`src/rtl/dit_pkg.sv`:
```
package dit_pkg;
  localparam logic [3:0] OFS_T1_CLO = 4'h4;
  localparam logic [3:0] OFS_T1_CHI = 4'h5;
  localparam logic [3:0] OFS_T1_LLO = 4'h6;
  localparam logic [3:0] OFS_T1_LHI = 4'h7;
  localparam logic [3:0] OFS_T2_LO  = 4'h8;
  localparam logic [3:0] OFS_T2_HI  = 4'h9;
  localparam logic [3:0] OFS_AUX    = 4'hB;
  localparam int unsigned AUX_CONT_BIT = 6;
  localparam int unsigned NUM_TIMERS   = 2;
endpackage

```
`src/rtl/dit_rst_sync.sv`:
```
module dit_rst_sync #(
  parameter int unsigned STAGES = 2
) (
  input  logic clk,
  input  logic rst_n,
  output logic rst_sync_n
);
  logic [STAGES-1:0] stage_q;

  always_ff @(posedge clk or negedge rst_n) begin
    if (!rst_n) stage_q <= '0;
    else        stage_q <= {stage_q[STAGES-2:0], 1'b1};
  end

  assign rst_sync_n = stage_q[STAGES-1];
endmodule

```
`src/rtl/dit_counter.sv`:
```
module dit_counter #(
  parameter int unsigned CNT_W = 16
) (
  input  logic             clk,
  input  logic             rst_n,
  input  logic             tick_en,
  input  logic             load_en,
  input  logic [CNT_W-1:0] load_val,
  input  logic             run_set,
  input  logic             run_clr,
  input  logic             cont_en,
  input  logic [CNT_W-1:0] reload_val,
  output logic [CNT_W-1:0] cnt,
  output logic             running,
  output logic             expire
);
  logic [CNT_W-1:0] cnt_d;
  logic             run_d;
  logic             exp_d;
  logic             at_zero;

  assign at_zero = (cnt == '0);

  always_comb begin
    cnt_d = cnt;
    run_d = running;
    exp_d = 1'b0;
    if (running && tick_en) begin
      if (at_zero) begin
        exp_d = 1'b1;
        if (cont_en) begin
          cnt_d = reload_val;
        end else begin
          cnt_d = '0;
          run_d = 1'b0;
        end
      end else begin
        cnt_d = cnt - 1'b1;
      end
    end
    if (load_en) cnt_d = load_val;
    if (run_clr) run_d = 1'b0;
    if (run_set) run_d = 1'b1;
  end

  always_ff @(posedge clk or negedge rst_n) begin
    if (!rst_n) begin
      cnt     <= '0;
      running <= 1'b0;
      expire  <= 1'b0;
    end else begin
      cnt     <= cnt_d;
      running <= run_d;
      expire  <= exp_d;
    end
  end

  // one step down per tick
  a_r5_decrement: assert property (@(posedge clk) disable iff (!rst_n)
    running && tick_en && !at_zero && !load_en |=> cnt == CNT_W'($past(cnt) - 1'b1));
  // no tick, no load, no change
  a_r5_hold: assert property (@(posedge clk) disable iff (!rst_n)
    !tick_en && !load_en |=> $stable(cnt));
  // one-shot expiry stops at zero
  a_r6_oneshot_stop: assert property (@(posedge clk) disable iff (!rst_n)
    running && tick_en && at_zero && !cont_en && !load_en && !run_set
    |=> !running && cnt == '0 && expire);
  // expiry only follows a zero-count tick
  a_r6_expire_cause: assert property (@(posedge clk) disable iff (!rst_n)
    expire |-> $past(running && tick_en && at_zero));
  // continuous reload
  a_r7_reload: assert property (@(posedge clk) disable iff (!rst_n)
    running && tick_en && at_zero && cont_en && !load_en && !run_clr
    |=> cnt == $past(reload_val) && running && expire);
  // load beats tick
  a_r12_load_wins: assert property (@(posedge clk) disable iff (!rst_n)
    load_en |=> cnt == $past(load_val));
endmodule

```
`src/rtl/dit_regs.sv`:
```
module dit_regs
  import dit_pkg::*;
#(
  parameter int unsigned ADDR_W = 4,
  parameter int unsigned DATA_W = 8,
  localparam int unsigned CNT_W = 2 * DATA_W
) (
  input  logic              clk,
  input  logic              rst_n,
  input  logic              wr_en,
  input  logic              rd_en,
  input  logic [ADDR_W-1:0] addr,
  input  logic [DATA_W-1:0] wdata,
  input  logic [CNT_W-1:0]  cnt1,
  input  logic [CNT_W-1:0]  cnt2,
  output logic [DATA_W-1:0] rdata,
  output logic              t1_load_en,
  output logic [CNT_W-1:0]  t1_load_val,
  output logic              t1_run_set,
  output logic              t1_cont,
  output logic [CNT_W-1:0]  t1_reload,
  output logic              t2_load_en,
  output logic [CNT_W-1:0]  t2_load_val,
  output logic              t2_run_set,
  output logic              t2_run_clr,
  output logic              t1_ack,
  output logic              t2_ack
);
  logic [CNT_W-1:0]  latch_q, latch_d;
  logic [DATA_W-1:0] aux_q, aux_d;
  logic w_clo, w_chi, w_llo, w_lhi, w_t2lo, w_t2hi, w_aux;
  logic r_clo, r_t2lo;

  assign w_clo  = wr_en && (addr == ADDR_W'(OFS_T1_CLO));
  assign w_chi  = wr_en && (addr == ADDR_W'(OFS_T1_CHI));
  assign w_llo  = wr_en && (addr == ADDR_W'(OFS_T1_LLO));
  assign w_lhi  = wr_en && (addr == ADDR_W'(OFS_T1_LHI));
  assign w_t2lo = wr_en && (addr == ADDR_W'(OFS_T2_LO));
  assign w_t2hi = wr_en && (addr == ADDR_W'(OFS_T2_HI));
  assign w_aux  = wr_en && (addr == ADDR_W'(OFS_AUX));
  assign r_clo  = rd_en && (addr == ADDR_W'(OFS_T1_CLO));
  assign r_t2lo = rd_en && (addr == ADDR_W'(OFS_T2_LO));

  always_comb begin
    latch_d = latch_q;
    aux_d   = aux_q;
    if (w_clo || w_llo) latch_d[DATA_W-1:0]     = wdata;
    if (w_lhi)          latch_d[CNT_W-1:DATA_W] = wdata;
    if (w_aux)          aux_d                   = wdata;
  end

  always_ff @(posedge clk or negedge rst_n) begin
    if (!rst_n) begin
      latch_q <= '0;
      aux_q   <= '0;
    end else begin
      latch_q <= latch_d;
      aux_q   <= aux_d;
    end
  end

  assign t1_load_en  = w_chi;
  assign t1_load_val = latch_q;
  assign t1_run_set  = w_chi || (w_aux && wdata[AUX_CONT_BIT]);
  assign t1_cont     = aux_q[AUX_CONT_BIT];
  assign t1_reload   = latch_q;

  assign t2_load_en  = w_t2lo || w_t2hi;
  assign t2_load_val = w_t2hi ? (cnt2 + {wdata, {DATA_W{1'b0}}})
                              : {{DATA_W{1'b0}}, wdata};
  assign t2_run_set  = w_t2hi;
  assign t2_run_clr  = w_t2lo;

  assign t1_ack = w_chi || w_lhi || r_clo;
  assign t2_ack = w_t2hi || r_t2lo;

  always_comb begin
    rdata = '0;
    if (rd_en) begin
      unique case (addr)
        ADDR_W'(OFS_T1_CLO): rdata = cnt1[DATA_W-1:0];
        ADDR_W'(OFS_T1_CHI): rdata = cnt1[CNT_W-1:DATA_W];
        ADDR_W'(OFS_T1_LLO): rdata = latch_q[DATA_W-1:0];
        ADDR_W'(OFS_T1_LHI): rdata = latch_q[CNT_W-1:DATA_W];
        ADDR_W'(OFS_T2_LO):  rdata = cnt2[DATA_W-1:0];
        ADDR_W'(OFS_T2_HI):  rdata = cnt2[CNT_W-1:DATA_W];
        ADDR_W'(OFS_AUX):    rdata = aux_q;
        default:             rdata = '0;
      endcase
    end
  end

  // latch low byte captured from either alias
  a_r2_latch_lo: assert property (@(posedge clk) disable iff (!rst_n)
    (w_clo || w_llo) |=> latch_q[DATA_W-1:0] == $past(wdata));
  // control register holds written value
  a_r8_aux_store: assert property (@(posedge clk) disable iff (!rst_n)
    w_aux |=> aux_q == $past(wdata));
endmodule

```
`src/rtl/dual_interval_timer.sv`:
```
module dual_interval_timer
  import dit_pkg::*;
#(
  parameter int unsigned ADDR_W = 4,
  parameter int unsigned DATA_W = 8,
  parameter int unsigned RST_STAGES = 2,
  localparam int unsigned CNT_W = 2 * DATA_W
) (
  input  logic              clk,
  input  logic              rst_n,
  input  logic              tick_en,
  input  logic              wr_en,
  input  logic              rd_en,
  input  logic [ADDR_W-1:0] addr,
  input  logic [DATA_W-1:0] wdata,
  output logic [DATA_W-1:0] rdata,
  output logic              t1_ack,
  output logic              t2_ack,
  output logic              t1_expire,
  output logic              t2_expire
);
  logic rst_core_n;
  logic [NUM_TIMERS-1:0][CNT_W-1:0] ld_val, rl_val, cnt;
  logic [NUM_TIMERS-1:0] ld_en, run_set, run_clr, cont, running, expire;

  dit_rst_sync #(.STAGES(RST_STAGES)) u_rst (
    .clk(clk), .rst_n(rst_n), .rst_sync_n(rst_core_n)
  );

  dit_regs #(.ADDR_W(ADDR_W), .DATA_W(DATA_W)) u_regs (
    .clk(clk), .rst_n(rst_core_n),
    .wr_en(wr_en), .rd_en(rd_en), .addr(addr), .wdata(wdata),
    .cnt1(cnt[0]), .cnt2(cnt[1]), .rdata(rdata),
    .t1_load_en(ld_en[0]), .t1_load_val(ld_val[0]), .t1_run_set(run_set[0]),
    .t1_cont(cont[0]), .t1_reload(rl_val[0]),
    .t2_load_en(ld_en[1]), .t2_load_val(ld_val[1]), .t2_run_set(run_set[1]),
    .t2_run_clr(run_clr[1]),
    .t1_ack(t1_ack), .t2_ack(t2_ack)
  );

  assign run_clr[0] = 1'b0;
  assign cont[1]    = 1'b0;
  assign rl_val[1]  = '0;

  for (genvar i = 0; i < NUM_TIMERS; i++) begin : g_tmr
    dit_counter #(.CNT_W(CNT_W)) u_ctr (
      .clk(clk), .rst_n(rst_core_n), .tick_en(tick_en),
      .load_en(ld_en[i]), .load_val(ld_val[i]),
      .run_set(run_set[i]), .run_clr(run_clr[i]),
      .cont_en(cont[i]), .reload_val(rl_val[i]),
      .cnt(cnt[i]), .running(running[i]), .expire(expire[i])
    );
  end

  assign t1_expire = expire[0];
  assign t2_expire = expire[1];

  // latch-high write acknowledges but does not load
  a_r3_lhi_no_start: assert property (@(posedge clk) disable iff (!rst_core_n)
    wr_en && addr == ADDR_W'(OFS_T1_LHI) && !(running[0] && tick_en) |=> $stable(cnt[0]));
  // counter-high write starts timer 1
  a_r4_start: assert property (@(posedge clk) disable iff (!rst_core_n)
    wr_en && addr == ADDR_W'(OFS_T1_CHI) |=> running[0] && t1_ack == 1'b0 || running[0]);
  // timer 2 low write stops it
  a_r10_t2_stop: assert property (@(posedge clk) disable iff (!rst_core_n)
    wr_en && addr == ADDR_W'(OFS_T2_LO) |=> !running[1]);
  // read of counter high never acknowledges
  a_r9_hi_quiet: assert property (@(posedge clk) disable iff (!rst_core_n)
    rd_en && !wr_en && addr == ADDR_W'(OFS_T1_CHI) |-> !t1_ack);
endmodule

```
`config.mk`:
```
export PLATFORM = sky130hd
export DESIGN_NAME = dual_interval_timer
export DESIGN_NICKNAME = d
export VERILOG_FILES = /design/src/rtl/dit_pkg.sv /design/src/rtl/dit_rst_sync.sv /design/src/rtl/dit_counter.sv /design/src/rtl/dit_regs.sv /design/src/rtl/dual_interval_timer.sv
export SDC_FILE = /design/constraint.sdc
export NUM_CORES = 1
export LEC_CHECK = 0
export ABC_AREA = 1
export BUFFER_PORTS_ARGS = -buffer_cell sky130_fd_sc_hd__buf_2
export CAP_MARGIN = 5
export CORE_AREA = 2 2 90 92
export DETAILED_ROUTE_END_ITERATION = 7
export DIE_AREA = 0 0 92 94
export GPL_TIMING_DRIVEN = 0
export PLACE_DENSITY = 0.83
export SYNTH_ARGS = -nofsm -noshare
export SYNTH_HDL_FRONTEND = slang
export SYNTH_SLANG_ARGS = --single-unit
```
`constraint.sdc`:
```
create_clock -name clk -period 2.1 [get_ports clk]
set_clock_uncertainty 0.05 [all_clocks]
set_input_delay 0.42 -clock clk [delete_from_list [all_inputs] [get_ports clk]]
set_output_delay 0.42 -clock clk [all_outputs]
set_load 0.03 [all_outputs]
```
==> summary.md, run 1 <==
| Metric | Value |
|---|---|
| Worst Tran Pin Value | 0.6035 ns |
| Average size of a mapped cell | 6.609 sq um |
| Most common library cells after synthesis | nand2_1 (261), inv_1 (72), nor2_1 (66), dfrtp_1 (62), nand3_1 (45) |
| FF/Latch Area | 1556 sq um |
| Peak VDD IR | 0.7532 mV |
| Synth top area cells | dfrtp_1 (34%), nand2_1 (21%), inv_1 (5.9%) |
| Max-slew violations | 0 |
| Ant diodes | 0 |
| Clk sinks | 62 |
| Hold_ws | 0.2359 ns |
| Post-Route WL | 14030 microns |
| Global route overflow | 0 |
| Met3 wire length | 1069 microns |
| Core ar. | 7607 sq um |
| Clock power frac | 18.7% |
| DR WL/cell | 16.43 microns |
| Io pins | 29 |
| ANT nets after route | 0 |
| Ys Warns | 0 |
| Slowest cell delay on critical path | 0.22 ns |
| Leak Pwr | 2.797 nW |
| Setup_tns | 0 ns |
| Most common cell in the netlist | nand2_1 |
| Wl on met1 | 5469 microns |
| Endpoint class of the critical path | primary output |
| RSZ-0062 raised after global routing | yes |
| P per Cell Area | 1107 nW/um^2 |
| Flop pwr share | 35.9% |
| Vias in the first global route | 4641 |
| H-tree levels | 3 |
| Synth top area share | 33.78% |
| Post-synthesis cell area | 4593 sq um |
| First drt pass iteration count | 5 |
| Worst Path Max Fanout | 8 |
| Netlist cell types | 43 |
| Slowest CP cell | a31oi_2 |
| Die width | 92 microns |
| CTS Buf Count | 9 |
| Maxcap violations | 0 |
| Combinational Power Share | 45.5% |
| Fillers | 626 |
| Routed vias | 4896 |
| Status | complete, no violations |
| Slew HR | 59.62% |
| Sequential share of the synthesized area | 33.78% |
| Highest routed layer | met4 |
| Via density | 5.733 |
| Hpwl dp | 10450 microns |
| Multi-input gate area | 2756 sq um |
| # setup viols final | 0 |
| Crit path DAT | 1.60 ns |
| Routability Congestion | 1.046 |
| GR Util All Layers | 33.77% |
| Port Buffer Count | 28 |
| Post-Syn Instances | 695 |
| FF-to-FF Start | g_tmr[0].u_ctr.cnt[0] |
| TritonCTS clock tree | yes |
| Final hold violation count | 0 |
| Period utilisation layout | 98.59% |
| Initial antenna violation count | 0 |
| Largest net degree at the start of global routing | 37 |
| Crit Path Category | in2out |
| Crit path required time | 1.63 ns |
| Area grow syn2layout | 16.83% |
| Power Internal | 3.114 mW |
| Worst skew pair latency | 0.36 ns |
| CTS max path bufs | 2 |
| Leading area contributor after synthesis | dfrtp_1 |
| DRC errors left | 0 |
| Flops & latches, synth | 62 |
| Final worst-path setup slack | 0.02962 ns |
| F_max | 483.0 MHz |
| Syn Nets | 723 |
| First-pass GRT wire length | 22670 microns |
| Proportion of layout cells with a drive suffix above 1 | 16.89% |
| Ys async rst share | 100.0% |
| Clk slew on worst S/H paths | 0.08 ns |
| Post-synth EDFFs | 0 |
| Std cell rows | 32 |
| Most used DFF post-synth | dfrtp_1 |
| Switching fraction of total power | 47.57% |
| Min cycle time layout | 2.070 ns |
| Final nets | 775 |
| CP Launch Point | addr[0] |
| Initial core utilization | 60.38% |
| CP Cell Sequence | buf_6, inv_4, nor2_4, nand2_4, buf_4, nor2_1, nor2_1, a31oi_2, buf_6 |
| Met2 wire len | 6973 microns |
| Starting DRT DRC Count | 475 |
| Die ar. | 8648 sq um |
| Root Driver | clkbuf_8 |
| Die Y | 94 microns |
| Dpl ws | -0.2537 ns |
| Setup crit start kind | input port |
| Hold WC Path Type | reg2async |
| P_sw | 2.825 mW |
-- routing by layer --
metal	GRT usage (%)	vias up
met5	0	-
met4	16.92	0
met3	5.618	55
met2	59.93	260
met1	39.54	2241
li1	-	2340
-- sequential cells by signal, indices dropped and copies added, names as in the netlist --
name,count
g_tmr.u_ctr.running,2
u_rst.stage_q,2
u_regs.t1_load_val,16
g_tmr.u_ctr.cnt,32
u_regs.aux_q,8
g_tmr.u_ctr.expire,2
-- cell usage in the layout (no fill, tap or decap), types with 3 or more instances in the layout --
cell type	instances
buf_6	7
nand2_1	254
o21ai_0	37
nand3b_1	6
dfrtp_1	58
o21ai_1	8
nand4_1	14
nor3_1	4
nor2_1	63
a211oi_2	3
buf_4	18
inv_2	7
inv_4	3
o211ai_1	4
a21oi_1	27
clkbuf_8	10
nor2_4	10
xnor2_1	3
buf_12	3
ha_1	10
xor2_1	10
nand3_1	45
nor2_2	6
dfrtp_2	4
nand2_4	6
buf_2	19
nand2_2	9
inv_1	70
-- power groups by stage --
stage / clock network (mW) / registers [mW] / logic (mW)
detailed placement: 0 / 2.12 / 2.58
global placement: 0 / 2.12 / 2.49
CTS: 1.10 / 2.11 / 2.60
floorplan: 0 / 1.94 / 2.04
finish: 1.11 / 2.13 / 2.70
global route: 1.14 / 2.17 / 3.06
-- worst max-delay path, delay by kind of cell --
kind	cells	cell delay, ns
buffers and inverters	4	0.48
AND/OR/NAND/NOR	4	0.47
AO/OA/AOI/OAI	1	0.22
-- area by class of cell --
| type | count | share of cell area, % |
|---|---|---|
| multi-input combinational | 541 | 51.36 |
| sequential | 62 | 29.00 |
| timing repair buffer | 43 | 6.318 |
| inverter | 82 | 5.969 |
| clock buffer | 11 | 2.635 |
| tap | 102 | 2.378 |
| buffer | 8 | 1.236 |
| clock inverter | 5 | 1.096 |
-- stage by stage --
stage	utilization (%)	cells	power, mW	cell area, sq um
4_1_cts	68.29	849	5.808	5195
6_report	70.54	854	5.939	5366
3_5_place_dp	64.18	826	4.693	4882
2_1_floorplan	-	695	3.982	4593
5_1_grt	70.54	854	6.375	5366
3_3_place_gp	63.90	825	4.615	4861
-- repair_timing --
item,in CTS,in global routing
endpoints found under the hold margin,2,0
hold buffers,1,0
endpoints found under the setup margin,10,9
gates cloned,0,0
gates resized for setup,17,47
setup buffers,7,6
pin swaps,6,13
-- logic make-up (layout without fill, tap and decap cells) --
| group | Yosys count | in the layout | share of synthesized area, % |
|---|---|---|---|
| and+or+nand+nor | 423 | 423 | 40.64 |
| AOI/OAI and AO/OA | 93 | 93 | 11.36 |
| buffers and inverters | 92 | 149 | 8.499 |
| DFF | 62 | 62 | 33.78 |
| xor gates and xnor gates | 13 | 13 | 2.479 |
| adders and majority gates | 11 | 11 | 3.160 |
| other | 1 | 1 | 0.08164 |
-- path summary, 6_finish.rpt --
| check | slack [ns] | cells past startpoint | to |
|---|---|---|---|
| setup / recovery | 0.03 | 9 | rdata[3] |
| hold / removal | 0.24 | 0 | u_regs.aux_q[0] |
| setup reg to reg | 0.14 | 11 | g_tmr[0].u_ctr.cnt[13] |
| hold reg to reg | 0.24 | 0 | u_regs.aux_q[0] |
| max in group asynchronous | 1.13 | 1 | u_regs.aux_q[6] |
| min in group clk | 0.28 | 3 | g_tmr[1].u_ctr.cnt[0] |
Power figures use the tool's default switching activity.
==> inputs of run 2 (changes only) <==
--- a/config.mk
+++ b/config.mk
@@ -8,11 +8,11 @@
 export ABC_AREA = 1
 export BUFFER_PORTS_ARGS = -buffer_cell sky130_fd_sc_hd__buf_2
 export CAP_MARGIN = 5
-export CORE_AREA = 2 2 90 92
+export CORE_AREA = 2 2 111 113
 export DETAILED_ROUTE_END_ITERATION = 7
-export DIE_AREA = 0 0 92 94
+export DIE_AREA = 0 0 113 115
 export GPL_TIMING_DRIVEN = 0
-export PLACE_DENSITY = 0.83
+export PLACE_DENSITY = 0.59
 export SYNTH_ARGS = -nofsm -noshare
 export SYNTH_HDL_FRONTEND = slang
 export SYNTH_SLANG_ARGS = --single-unit
==> run 2 against run 1 <==
Net effect: die area grew 50%; sequential power barely moved; the run now ends with design-rule violations left; critical endpoint is now rdata[5]; setup slack got worse by 0.029 ns; worst hold slack improved by 0.018 ns; sequential cell count is the same; combinational power is essentially flat; critical path type unchanged; maximum frequency shrank 1.4%; first-iteration DRC count down 9.1%; core utilization decreased by 24 points.
==> summary.md, run 2 (synthesis results as in run 1) <==
| Metric | Value |
|---|---|
| RSZ-0062 raised after global routing | yes |
| Worst skew pair latency | 0.34 ns |
| Port Buffer Count | 28 |
| DR WL/cell | 16.49 microns |
| Maxcap violations | 0 |
| Routability Congestion | 0.9619 |
| Power Internal | 3.502 mW |
| Final worst-path setup slack | 0.0003421 ns |
| ANT nets after route | 0 |
| Commonest cells after routing, fill and taps aside | nand2_1 (252), inv_1 (69), nor2_1 (64), dfrtp_1 (58), nand3_1 (45) |
| Post-DP Area | 4938 sq um |
| Hpwl dp | 11080 microns |
| Largest reg by FF count | g_tmr.u_ctr.cnt |
| Vias in the first global route | 4478 |
| Top Family by Delay on Critical Path | simple AND/OR/NAND/NOR gates |
| Buf/Inv on CP | 3 |
| CTS max path bufs | 2 |
| Via density | 5.328 |
| FF-to-FF Start | g_tmr[1].u_ctr.cnt[0] |
| P per Cell Area | 1153 nW/um^2 |
| Starting DRT DRC Count | 432 |
| Peak VDD IR | 0.4962 mV |
| Slew HR | 56.17% |
| First drt pass iteration count | 7 |
| Clk sinks | 62 |
| Flop pwr share | 33.4% |
| Combinational Power Share | 42.7% |
| Hold WC Path Type | reg2async |
| CTS Buf Count | 9 |
| Most common cell after layout, fill and taps aside | nand2_1 |
| Crit path DAT | 1.63 ns |
| Multi-input gate area | 2768 sq um |
| P_sw | 2.873 mW |
| F_max | 476.3 MHz |
| First-pass GRT wire length | 23630 microns |
| Switching fraction of total power | 45.07% |
| Leak Pwr | 2.855 nW |
| DRC errors left | 1 |
| Period utilisation layout | 99.98% |
| Initial antenna violation count | 0 |
| Final nets | 778 |
| Initial core utilization | 38.89% |
| Crit path required time | 1.63 ns |
| R2r setup slk | 0.17 ns |
| Setup crit start kind | input port |
| Ant diodes | 0 |
| Routed vias | 4806 |
| Min cycle time layout | 2.100 ns |
| Slowest CP cell | nor2_4 |
| H-tree levels | 3 |
| TritonCTS clock tree | yes |
| Root Driver | clkbuf_16 |
| Core ar. | 11810 sq um |
| Io pins | 29 |
| Fillers | 1224 |
| Status | finished with violations |
| GR Util All Layers | 23.41% |
| Max-slew violations | 0 |
| Worst Path Max Fanout | 5 |
| Slowest cell delay on critical path | 0.22 ns |
| Post-Route WL | 14880 microns |
| Design Power | 6.375 mW |
| Failing checks | design-rule violations |
| Hold_ws | 0.2541 ns |
| Die Y | 115 microns |
| Post-route design area | 5529 sq um |
| Die width | 113 microns |
| Number of flip-flops in the largest register | 32 |
| CP Launch Point | addr[1] |
| CP Cell Sequence | buf_6, nor2_4, nand2_4, inv_2, nand2_2, o211ai_1, nor3_1, nor2_1, buf_4 |
| Crit Path Category | in2out |
| Clk slew on worst S/H paths | 0.06 ns |
| Proportion of layout cells with a drive suffix above 1 | 16.95% |
| Die ar. | 13000 sq um |
| Std cell rows | 40 |
| Global route overflow | 0 |
| Largest net degree at the start of global routing | 35 |
| # setup viols final | 0 |
| Area grow syn2layout | 20.38% |
| Dpl ws | -0.3556 ns |
| Worst Tran Pin Value | 0.6575 ns |
| Endpoint class of the critical path | primary output |
| Clock power frac | 23.9% |
| Final hold violation count | 0 |
| FF/Latch Area | 1556 sq um |
==> run 2: changes by cell type in the layout (fill, tap and decap cells not counted), moves of 2 or more <==
cell | before | now
a31oi_2 | 2 | 0
buf_12 | 3 | 1
buf_4 | 18 | 22
buf_8 | 1 | 3
clkbuf_16 | 0 | 9
clkbuf_8 | 10 | 1
nand2_1 | 254 | 252
nand2_2 | 9 | 11
o21ai_1 | 8 | 10
==> run 2: stage by stage <==
step,TNS [ns],utilization [%],instances
after floorplan,0,-,695
after global placement,-41.77,41.63,870
after detailed placement,-2.233,41.81,871
after CTS,-0.01241,45.46,894
after global routing,-0.03414,46.81,902
final,0,46.81,902
==> run 2: timing repair <==
action                                  4_1_cts  5_1_grt
endpoints found under the hold margin         2        0
pin swaps                                     7       12
hold buffers                                  1        0
endpoints found under the setup margin        9        9
gates resized for setup                      28       40
cloned                                        1        1
buffers inserted                              7        7
==> run 2: per-layer routing <==
metal	part of all wire [%]	GRT usage [%]
met5	0	0
met4	1.9	6.911
met3	4.7	4.112
met2	48	39.56
met1	46	30.90
==> run 2: power by group through the flow <==
| stage | sequential, mW | combinational (mW) | clock, mW |
|---|---|---|---|
| floorplan | 1.94 | 2.04 | 0 |
| global placement | 2.12 | 2.54 | 0 |
| detailed placement | 2.11 | 2.60 | 0 |
| CTS | 2.11 | 2.64 | 1.54 |
| global route | 2.17 | 3.11 | 1.59 |
| finish | 2.13 | 2.72 | 1.53 |
==> run 2: cell type report <==
class	count	share of cell area [%]
Multi-Input combinational cell	543	50.06
Buffer	8	1.199
Sequential cell	62	28.15
Clock buffer	12	4.458
Clock inverter	4	0.8599
Inverter	82	5.884
Timing Repair Buffer	44	6.065
Tap cell	147	3.327
==> run 2: path summary, 6_finish.rpt <==
path / depth (start not counted) / endpoint
min in group clk: 0 / u_rst.stage_q[1]
max in group asynchronous: 1 / u_regs.aux_q[6]
worst min register to register: 0 / u_regs.aux_q[4]
worst max register to register: 10 / g_tmr[1].u_ctr.running
worst min-delay path: 0 / u_regs.aux_q[4]
worst max-delay path: 9 / rdata[5]
==> run 2: worst register-to-register path, cell delays in order (launching register included) <==
cell	delay (ns)
dfrtp_1	0.40
inv_1	0.14
ha_1	0.25
nand3_2	0.14
nor2_2	0.19
nand2_2	0.13
nand2_1	0.10
nor2_2	0.05
buf_4	0.19
o21ai_1	0.12
nand2_1	0.05
==> inputs of run 3 (changes only) <==
--- a/config.mk
+++ b/config.mk
@@ -9,6 +9,7 @@
 export BUFFER_PORTS_ARGS = -buffer_cell sky130_fd_sc_hd__buf_2
 export CAP_MARGIN = 5
 export CORE_AREA = 2 2 111 113
+export CTS_BUF_LIST = sky130_fd_sc_hd__clkbuf_4
 export DETAILED_ROUTE_END_ITERATION = 7
 export DIE_AREA = 0 0 113 115
 export GPL_TIMING_DRIVEN = 0
==> run 3 against run 2 <==
Net effect: the flow still finishes with violations (design-rule violations); critical path depth decreased by 4; register-to-register slack got worse by 0.02 ns; core utilization grew 0.61 points; global-route usage is 0.11 points lower; sequential power decreased by 3%; first-iteration DRC count fell by 14%; die area unchanged; final area up 1.3%; sequential cell count stayed put; cell count grew 2.5%; power down 6.0%; sequential share of layout area fell by 0.23 points; largest cell class unchanged.
==> summary.md, run 3 (synthesis results as in run 1) <==
| Metric | Value |
|---|---|
| Status | finished with violations |
| Failing checks | design-rule violations |
| Period utilisation layout | 99.07% |
| P per Cell Area | 1070 nW/um^2 |
| F_max | 480.6 MHz |
| Slowest cell delay on critical path | 0.40 ns |
| CTS Buf Count | 9 |
| Clk sinks | 62 |
| FF-to-FF Start | g_tmr[1].u_ctr.cnt[0] |
| Die ar. | 13000 sq um |
| Io pins | 29 |
| Hold endpoint | g_tmr[1].u_ctr.cnt[0] |
| Design Power | 5.992 mW |
| Via density | 5.223 |
| Number of flip-flops in the largest register | 32 |
| CP Cell Sequence | inv_2, o211ai_1, nor3_2, nor2_2, buf_6 |
| Met3 wire length | 700 microns |
| Endpoint class of the critical path | primary output |
| CTS max path bufs | 2 |
| TritonCTS clock tree | yes |
| Die Y | 115 microns |
| Min cycle time layout | 2.081 ns |
| Core ar. | 11810 sq um |
| Die width | 113 microns |
| R2r setup slk | 0.15 ns |
| Initial core utilization | 38.89% |
| First-pass GRT wire length | 23450 microns |
| Routability Congestion | 0.9619 |
| RSZ-0062 raised after global routing | yes |
| GR Util All Layers | 23.30% |
| H-tree levels | 3 |
| Leak Pwr | 2.897 nW |
| Std cell rows | 40 |
| Post-Route WL | 14970 microns |
| Final core occ | 47.43% |
| Final hold violation count | 0 |
| Max-slew violations | 0 |
| DR WL/cell | 16.18 microns |
| Starting DRT DRC Count | 373 |
| Peak VDD IR | 0.5098 mV |
| First drt pass iteration count | 6 |
| ANT nets after route | 0 |
| Hpwl dp | 11080 microns |
| Slew HR | 56.39% |
| Worst reg2reg endpoint | g_tmr[1].u_ctr.running |
| Crit path DAT | 1.61 ns |
| Commonest cells after routing, fill and taps aside | nand2_1 (251), inv_1 (63), nor2_1 (62), dfrtp_1 (52) |
| Crit path required time | 1.63 ns |
| Ant diodes | 0 |
| Wl on met1 | 6749 microns |
| Worst Path Max Fanout | 3 |
| Multi-input gate area | 2794 sq um |
| Global route overflow | 0 |
| Root Driver | clkbuf_4 |
| DRC errors left | 1 |
| Final nets | 801 |
| Initial antenna violation count | 0 |
| Highest routed layer | met4 |
| Largest reg by FF count | g_tmr.u_ctr.cnt |
| Hold WC Path Type | in2reg |
| Most common cell after layout, fill and taps aside | nand2_1 |
| Proportion of layout cells with a drive suffix above 1 | 22.11% |
| HP Start | wdata[0] |
| Area grow syn2layout | 21.96% |
| Clk slew on worst S/H paths | 0.12 ns |
| Crit Path Category | reg2out |
| Worst Tran Pin Value | 0.6541 ns |
| Vias in the first global route | 4524 |
| Worst skew pair latency | 0.45 ns |
| Setup crit start kind | flip-flop |
| # setup viols final | 0 |
| Largest net degree at the start of global routing | 35 |
| Fillers | 1225 |
| FF/Latch Area | 1564 sq um |
| Port Buffer Count | 28 |
| Met2 wire len | 7070 microns |
| Slowest CP cell | dfrtp_1 |
| Maxcap violations | 0 |
| Routed vias | 4831 |
| Hold-critical path depth | 3 |
| R2r worst-path depth | 11 |
==> run 3: repair_timing <==
item                                    4_1_cts  5_1_grt
endpoints found under the setup margin        9       10
pin swaps                                    11       24
setup buffers                                15       23
gates cloned                                  0        1
endpoints found under the hold margin         2        0
hold buffers                                  1        0
gates resized for setup                      40       56
==> run 3: area by class of cell <==
cell class | count | share of cell area, %
well taps | 147 | 3.283
plain buffers | 8 | 1.184
flip-flops and latches | 62 | 27.92
multi-input cells | 542 | 49.88
repair buffers | 68 | 9.404
clock buffers | 11 | 1.474
clock inverters | 5 | 0.9158
inverters | 82 | 5.941
==> run 3: per-stage QoR <==
step	area, sq um	hold WS (ns)	setup slack, ns	TNS [ns]	instances
floorplan	4593	0.07441	0.03336	0	695
global placement	4917	0.1553	-0.6653	-41.77	870
detailed placement	4938	0.1581	-0.3556	-2.233	871
CTS	5276	0.1993	-0.002981	-0.003691	901
global route	5602	0.2124	-0.02451	-0.05682	925
finish	5602	0.2130	0.01945	0	925
==> run 3: how the worst max path moves through the flow <==
stage	from	endpoint	slack, ns	cells past startpoint
floorplan	addr[3]	rdata[3]	0.03	8
global placement	u_rst.stage_q[1]	g_tmr[0].u_ctr.expire	-0.67	0
detailed placement	addr[3]	rdata[6]	-0.36	9
CTS	addr[0]	rdata[2]	-0.003	9
global route	g_tmr[1].u_ctr.cnt[4]	rdata[4]	-0.02	5
finish	g_tmr[0].u_ctr.cnt[5]	rdata[5]	0.02	5
==> run 3: report_power, final <==
part	internal [mW]	switching, mW	leakage (nW)	total, mW
combinational	1.17	1.88	2.07	3.04
clock	0.382	0.495	0.0743	0.876
sequential	1.58	0.494	0.755	2.07
==> run 3: critical path: cells and delay by family, from the launching register on <==
family / cells / cell delay [ns]
AOI/OAI and AO/OA: 1 / 0.27
buffers and inverters: 2 / 0.22
DFF: 1 / 0.40
and+or+nand+nor: 2 / 0.27
==> run 3: layer usage <==
layer,vias to the layer above,GRT usage (%)
met2,134,38.40
met3,33,4.850
met5,-,0
met4,0,7.805
met1,2287,30.71
li1,2377,-
